**src/rtl/boot_mode_seq.sv**
```systemverilog
module boot_mode_seq #(
  parameter int ADDR_W      = 24,
  parameter int DATA_W      = 8,
  parameter int SYNC_STAGES = 2
) (
  input  logic                  clk,
  input  logic                  rst_n,
  input  logic                  boot_sel,
  output logic                  rd_req,
  output logic [ADDR_W-1:0]     rd_addr,
  input  logic                  rd_valid,
  input  logic [DATA_W-1:0]     rd_data,
  output logic [1:0]            boot_mode,
  output logic [2*DATA_W-1:0]   start_addr,
  output logic                  halt_req,
  output logic                  done
);

  localparam int PTR_W = 2 * DATA_W;
  localparam int CNT_W = $clog2(SYNC_STAGES + 1);
  localparam logic [1:0] M_NONE   = 2'd0;
  localparam logic [1:0] M_UPDATE = 2'd1;
  localparam logic [1:0] M_USER   = 2'd2;
  localparam logic [1:0] M_HALT   = 2'd3;

  typedef enum logic [2:0] {
    ST_SYNC, ST_RD_HI, ST_WT_HI, ST_RD_LO, ST_WT_LO, ST_DECIDE, ST_DONE
  } state_t;

  state_t                 state;
  logic [SYNC_STAGES-1:0] sync_q;
  logic [CNT_W-1:0]       cnt;
  logic [DATA_W-1:0]      hi_q, lo_q;
  logic                   pin_s;
  logic                   blank;

  assign pin_s   = sync_q[SYNC_STAGES-1];
  assign blank   = &{hi_q, lo_q};
  assign rd_req  = (state == ST_RD_HI) || (state == ST_RD_LO);
  assign rd_addr = (state == ST_RD_LO) ? ADDR_W'(1) : '0;

  always_ff @(posedge clk or negedge rst_n) begin
    if (!rst_n) sync_q <= '0;
    else        sync_q <= {sync_q[SYNC_STAGES-2:0], boot_sel};
  end

  always_ff @(posedge clk or negedge rst_n) begin
    if (!rst_n) begin
      state      <= ST_SYNC;
      cnt        <= '0;
      hi_q       <= '0;
      lo_q       <= '0;
      boot_mode  <= M_NONE;
      start_addr <= '0;
      halt_req   <= 1'b0;
      done       <= 1'b0;
    end else begin
      case (state)
        ST_SYNC: begin
          if (cnt == CNT_W'(SYNC_STAGES)) begin
            if (!pin_s) begin
              boot_mode <= M_UPDATE;
              done      <= 1'b1;
              state     <= ST_DONE;
            end else begin
              state <= ST_RD_HI;
            end
          end else begin
            cnt <= cnt + 1'b1;
          end
        end
        ST_RD_HI: state <= ST_WT_HI;
        ST_WT_HI: if (rd_valid) begin
          hi_q  <= rd_data;
          state <= ST_RD_LO;
        end
        ST_RD_LO: state <= ST_WT_LO;
        ST_WT_LO: if (rd_valid) begin
          lo_q  <= rd_data;
          state <= ST_DECIDE;
        end
        ST_DECIDE: begin
          done  <= 1'b1;
          state <= ST_DONE;
          if (blank) begin
            boot_mode <= M_HALT;
            halt_req  <= 1'b1;
          end else begin
            boot_mode  <= M_USER;
            start_addr <= {hi_q, lo_q};
          end
        end
        default: state <= ST_DONE;
      endcase
    end
  end

  a_r4_single_pulse: assert property (@(posedge clk) disable iff (!rst_n)
    rd_req |=> !rd_req);

  a_r3_no_read_in_update: assert property (@(posedge clk) disable iff (!rst_n)
    (boot_mode == M_UPDATE) |-> !rd_req);

  a_r7_hold: assert property (@(posedge clk) disable iff (!rst_n)
    done |=> (done && $stable(boot_mode) && $stable(start_addr) && $stable(halt_req)));

  a_r7_no_req_after_done: assert property (@(posedge clk) disable iff (!rst_n)
    done |-> !rd_req);

  a_r6_halt_mode: assert property (@(posedge clk) disable iff (!rst_n)
    halt_req |-> (boot_mode == M_HALT && done && start_addr == '0));

  a_r1_undecided: assert property (@(posedge clk) disable iff (!rst_n)
    !done |-> (boot_mode == M_NONE && !halt_req));

  a_r10_wait_hi: assert property (@(posedge clk) disable iff (!rst_n)
    (state == ST_WT_HI && !rd_valid) |=> (state == ST_WT_HI && !done));

endmodule

```
**config.mk**
```make
export PLATFORM = sky130hd
export DESIGN_NAME = boot_mode_seq
export DESIGN_NICKNAME = d
export VERILOG_FILES = /design/src/rtl/boot_mode_seq.sv
export SDC_FILE = /design/constraint.sdc
export NUM_CORES = 1
export LEC_CHECK = 0
export CAP_MARGIN = 20
export CORE_UTILIZATION = 29
export CTS_BUF_LIST = sky130_fd_sc_hd__clkbuf_4 sky130_fd_sc_hd__clkbuf_8
export CTS_CLUSTER_DIAMETER = 100
export DETAILED_ROUTE_END_ITERATION = 12
export PLACE_DENSITY_LB_ADDON = 0.15
export SLEW_MARGIN = 20
export SYNTH_ARGS = -nofsm -noshare
export SYNTH_HDL_FRONTEND = slang
export SYNTH_SLANG_ARGS = --single-unit
```
**constraint.sdc**
```tcl
create_clock -name clk -period 2.5 [get_ports clk]
set_input_delay 0.75 -clock clk [delete_from_list [all_inputs] [get_ports clk]]
set_output_delay 0.75 -clock clk [all_outputs]
set_load 0.05 [all_outputs]
```
==> metrics, run 1 <==
Avg Cell Area, Syn 13.6 um2; Starting Density 0.299; max-cap viol count 0; post-synth top area cell dfrtp_1; Area growth, synth to finish 24.8%; final worst path period share 0.888; CTS clock-pin slew for the worst setup and hold paths 80 ps; Pwr Density 1250 nW/um2; total congestion overflow 0; status finished clean; main combinational cell family by area after synthesis multiplexers; DP Wirelength 2.52 mm; clock tree sinks 43; synth unique cells 32; die height 82.9 um; Yosys top cell area share 0.567; largest net degree at the start of global routing 44; Slew headroom 0.646; clk_lat worst skew 300 ps; Post-Syn Instances 140; Net Sw Power 0.00121 W; Net Sw Frac 0.407; Crit path max-delay family buffers and inverters; CP Data Required Time 1750 ps; Clock Path Buffers 2; DR pass1 iterations 4; post-route insts no fill 258; Setup crit end kind output pin; Port Buffer Count 33; GP Congestion 0.780; multiplexer share of the synthesized area 0.195; Detailed Route WL 3.49 mm; register-to-register setup slack 720 ps; core box area 6350 um2; slowest CP cell clkdlybuf4s50_1; Slew Limit Fails 0; CP cell instances clkdlybuf4s50_1; initial antenna violation count 0; post-CTS resize count 0; # DRC 0; min-delay src sync_q[0]; DRT iter0 DRCs 64; Final Power 0.00296 W; Comb power frac 0.428; Row Count 29; pre-CTS setup slack 337 ps; reg2reg start cnt[0]; largest fanout on the critical path 2; H-Tree Depth 2; internal power 0.00176 W; Post-Synth XOR/XNOR Area 0.00461; Die X 82.9 um; Avg WL per Cell 13.5 um; Synth Area in Adders 0.00659; Hold EP sync_q[1]; RR Endpoint boot_mode[1]; WP buf/inv 1; CP Launch Type register; Total GRT Usage 0.112; first-pass GRT wire length 5.90 mm; vias in the first global route 1160; Flop pwr share 0.405; CTS Hold Bufs 0; Worst Tran Pin Value 526 ps; Vias/cell 4.33; Final Hold Viols 0; RSZ-0062 raised after global routing false; Die ar. 6880 um2; Mapped Area 1900 um2; number of CTS-inserted buffers 5; total number of vias 1117; max frequency 450 MHz; leakage 1.06 nW; CTS tree done; WP data arrival 1470 ps; Setup Buffers After CTS 0; Peak VDD IR 642 uV; setup_tns 0 ps; Hold Path Class reg2reg; post-synthesis compound-gate area fraction 0.0448; nets@finish 193; DRT antenna net count 0; Layout Skew 5.21 ps; Yosys warning count 0; Synth Register Bits 43; worst hold stages 0; Period minus WS final 2220 ps; clk root buf clkbuf_8; clock power share 0.167; FILL cells 624; layout cell share with drive strength beyond 1 0.298; I/O pin count 57; Worst Setup Path Type reg2out; dpl cells 250; CP max stage delay 810 ps; Seq/Total Area, Yosys 0.567; # setup viols final 0; R2R cell count 5; top post-synthesis cells by area dfrtp_1 57%, mux2_2 19%, buf_4 9.1%; Post-Synth Simple-Gate Area 0.0692; ant diodes 0; Worst Slack Setup Final 280 ps
## placed cells by master (no fill, tap or decap), types with 3 or more instances in the layout
cell             instances
inv_1                    4
clkdlybuf4s50_1         30
mux2_2                  32
clkbuf_8                 7
dfrtp_1                 43
conb_1                  23
nand2_1                  3
a21oi_1                  3
buf_4                    5
nand4_1                  4
## synth_stat cells, drive strengths merged
| cell type | n |
|---|---|
| clkbuf | 2 |
| ha | 1 |
| and2 | 1 |
| nor3b | 2 |
| nor2b | 1 |
| mux2 | 32 |
| buf | 25 |
| nor4 | 2 |
| dfrtp | 43 |
| o22ai | 1 |
| nand2 | 3 |
| a21oi | 3 |
| xnor2 | 1 |
| or2 | 1 |
| o41ai | 2 |
| a21o | 1 |
| or4b | 1 |
| mux2i | 1 |
| nand4 | 4 |
| nand2b | 1 |
| o21a | 2 |
| conb | 1 |
| nor3 | 2 |
| inv | 4 |
| o21ai | 1 |
| and3b | 1 |
| nor2 | 1 |
## flip-flops by register name, summed over array words and instances, names as in the netlist
| name | count |
|---|---|
| halt_req | 1 |
| boot_mode | 2 |
| done | 1 |
| state | 3 |
| hi_q | 8 |
| lo_q | 8 |
| sync_q | 2 |
| cnt | 2 |
| start_addr | 16 |
## power by group through the flow
| stage | Sequential, W | Clock (W) | Combinational [W] |
|---|---|---|---|
| 5_1_grt | 0.00125 | 0.000552 | 0.00134 |
| 6_report | 0.00120 | 0.000495 | 0.00127 |
| 4_1_cts | 0.00121 | 0.000516 | 0.00128 |
| 3_5_place_dp | 0.00122 | 0 | 0.00128 |
| 2_1_floorplan | 0.00162 | 0 | 0.000480 |
| 3_3_place_gp | 0.00121 | 0 | 0.00126 |
## stage by stage
step,hold slack [ps],util,instance area (um2)
after floorplan,331,-,1980
after global placement,337,0.357,2270
after detailed placement,336,0.357,2270
after CTS,354,0.373,2370
after global routing,363,0.373,2370
final,353,0.373,2370
## logic make-up after synthesis
logic type               after synthesis
adder cells (fa/ha/maj)                1
AND/OR/NAND/NOR                       20
AO/OA/AOI/OAI                         10
buffers and inverters                 31
XOR/XNOR                               1
other                                  1
multiplexers                          33
flip-flops                            43
## per-layer routing
| metal | global-route usage | routed length (um) |
|---|---|---|
| met1 | 0.133 | 1520 |
| met2 | 0.178 | 1690 |
| met3 | 0.0427 | 204 |
| met4 | 0.0549 | 81 |
| met5 | 0 | 0 |
## cell type report
type | count | area, um2 | share of cell area
clock buffers | 8 | 104 | 0.0438
multi-input cells | 88 | 697 | 0.294
inverters | 4 | 15.0 | 0.00633
well taps | 77 | 96.3 | 0.0406
repair buffers | 38 | 383 | 0.161
flip-flops and latches | 43 | 1080 | 0.454
## worst max path at each step
stage | startpoint | endpoint | slack, ps | cells after the start
final | halt_req | halt_req | 280 | 1
after CTS | halt_req | halt_req | 260 | 1
after global placement | rd_valid | hi_q[2] | 380 | 5
after detailed placement | rd_valid | hi_q[7] | 340 | 5
after global routing | start_addr[0] | start_addr[0] | 220 | 1
after floorplan | state[0] | rd_addr[0] | 220 | 3
Power figures use the tool's default switching activity.
==> run 2: changes to the inputs <==
--- a/config.mk
+++ b/config.mk
@@ -6,7 +6,7 @@
 export NUM_CORES = 1
 export LEC_CHECK = 0
 export CAP_MARGIN = 20
-export CORE_UTILIZATION = 29
+export CORE_UTILIZATION = 30
 export CTS_BUF_LIST = sky130_fd_sc_hd__clkbuf_4 sky130_fd_sc_hd__clkbuf_8
 export CTS_CLUSTER_DIAMETER = 100
 export DETAILED_ROUTE_END_ITERATION = 12
==> metrics, run 2 (synthesized netlist as in run 1, its figures left out) <==
status finished clean (unchanged); ant diodes 0 (unchanged); initial antenna violation count 0 (unchanged); final worst path period share 0.894 (was 0.888); Clock Path Buffers 2 (unchanged); Peak VDD IR 555 uV (was 642 uV); I/O pin count 57 (unchanged); Area growth, synth to finish 25.4% (was 24.8%); FILL cells 588 (was 624); H-Tree Depth 2 (unchanged); number of CTS-inserted buffers 5 (unchanged); Most flops, register start_addr (unchanged); core box area 6030 um2 (was 6350 um2); RSZ-0062 raised after global routing false (unchanged); CTS tree done (unchanged); total congestion overflow 0 (unchanged); layout cell share with drive strength beyond 1 0.298 (unchanged); CTS Hold Bufs 0 (unchanged); Starting Density 0.315 (was 0.299); leakage 1.06 nW (about the same); post-route insts no fill 256 (was 258); largest registers start_addr x16, hi_q x8, lo_q x8 (unchanged); internal power 0.00182 W (was 0.00176 W); Row Count 28 (was 29); Slew Limit Fails 0 (unchanged); clk root buf clkbuf_8 (unchanged); multi-input gate area in the final layout 697 um2 (unchanged); Avg WL per Cell 13.7 um (was 13.5 um); Net Sw Power 0.00121 W (about the same); commonest non-fill, non-tap cell in the layout dfrtp_1 (unchanged); GP Congestion 0.813 (was 0.780); Setup Buffers After CTS 0 (unchanged); DR pass1 iterations 4 (unchanged); CP max stage delay 810 ps (about the same); CP Launch Type register (unchanged); Crit path max-delay family buffers and inverters (unchanged); Pwr Density 1270 nW/um2 (was 1250 nW/um2); WP data arrival 1490 ps (was 1470 ps); clk_lat worst skew 290 ps (was 300 ps); FF+latch area 1080 um2 (unchanged); Net Sw Frac 0.400 (was 0.407); vias in the first global route 1116 (was 1160); Worst Tran Pin Value 509 ps (was 526 ps); clock power share 0.185 (was 0.167); Setup crit end kind output pin (unchanged); CTS clock-pin slew for the worst setup and hold paths 80 ps (about the same); most frequent cells in the layout 43 x dfrtp_1, 32 x mux2_2, 30 x clkdlybuf4s50_1 (unchanged); Period minus WS final 2240 ps (was 2220 ps); DP Wirelength 2.64 mm (was 2.52 mm); Final Power 0.00303 W (was 0.00296 W); largest fanout on the critical path 2 (unchanged); Slew headroom 0.658 (was 0.646); met1 wire length 1.61 mm (was 1.52 mm); Die ar. 6650 um2 (was 6880 um2); Vias/cell 4.47 (was 4.33); # setup viols final 0 (unchanged); WP buf/inv 1 (unchanged); slowest CP cell clkdlybuf4s50_1 (unchanged); largest net degree at the start of global routing 25 (was 44); max frequency 447 MHz (was 450 MHz); max FFs per register 16 (unchanged); die height 81.6 um (was 82.9 um); clock tree sinks 43 (unchanged); Die X 81.6 um (was 82.9 um); met3 WL 206 um (was 204 um); pre-CTS setup slack 370 ps (was 337 ps); CP cell instances clkdlybuf4s50_1 (unchanged); total number of vias 1144 (was 1117); DRT iter0 DRCs 44 (was 64); first-pass GRT wire length 5.82 mm (was 5.90 mm); post-CTS resize count 0 (unchanged); Detailed Route WL 3.52 mm (was 3.49 mm); max-cap viol count 0 (unchanged); Top Layer Used met4 (unchanged); dpl cells 248 (was 250); Flop pwr share 0.395 (was 0.405); Total GRT Usage 0.119 (was 0.112); Port Buffer Count 33 (unchanged); register-to-register setup slack 640 ps (was 720 ps); DRT antenna net count 0 (unchanged); Hold Path Class reg2reg (unchanged); setup_tns 0 ps (unchanged); Comb power frac 0.420 (was 0.428); final core occ 0.395 (was 0.373); Worst Setup Path Type reg2out (unchanged); Layout Skew 7.41 ps (was 5.21 ps); Final Hold Viols 0 (unchanged); CP Data Required Time 1750 ps (about the same); # DRC 0 (unchanged); nets@finish 193 (unchanged); Worst Slack Setup Final 264 ps (was 280 ps); met2 wire len 1.65 mm (was 1.69 mm)
[run 2: changes by cell type in the layout (fill, tap and decap cells not counted)]
cell,change
bufinv_16,+1
clkinv_2,+1
clkbuf_4,-1
clkbuf_8,-1
[run 2: worst paths after layout]
kind                            from             to  cells past startpoint
setup / recovery            halt_req       halt_req                      1
hold / removal             sync_q[0]      sync_q[1]                      0
setup reg to reg              cnt[0]   boot_mode[1]                      5
hold reg to reg            sync_q[0]      sync_q[1]                      0
max in group asynchronous      rst_n  start_addr[9]                      2
min in group asynchronous      rst_n        lo_q[0]                      1
[run 2: layout make-up]
class	instances	area share
Sequential cell	43	0.452
Multi-Input combinational cell	88	0.293
Timing Repair Buffer	38	0.161
Tap cell	75	0.0394
Clock buffer	6	0.0347
Clock inverter	2	0.0147
Inverter	4	0.00630
[run 2: through the flow]
step | hold slack, ps | area [um2]
after floorplan | 331 | 1980
final | 354 | 2380
after global placement | 337 | 2260
after CTS | 356 | 2380
after detailed placement | 336 | 2260
after global routing | 376 | 2380
[run 2: power groups by stage]
stage	Sequential [W]	Combinational [W]	Clock, W
2_1_floorplan	0.00162	0.000480	0
3_3_place_gp	0.00120	0.00126	0
3_5_place_dp	0.00121	0.00128	0
4_1_cts	0.00120	0.00128	0.000573
5_1_grt	0.00125	0.00134	0.000610
6_report	0.00120	0.00127	0.000560
[run 2: per-layer routing]
layer / track usage / vias up
met3: 0.0378 / 7
met1: 0.152 / 568
met2: 0.188 / 45
li1: - / 524
met4: 0.0474 / 0
met5: 0 / -
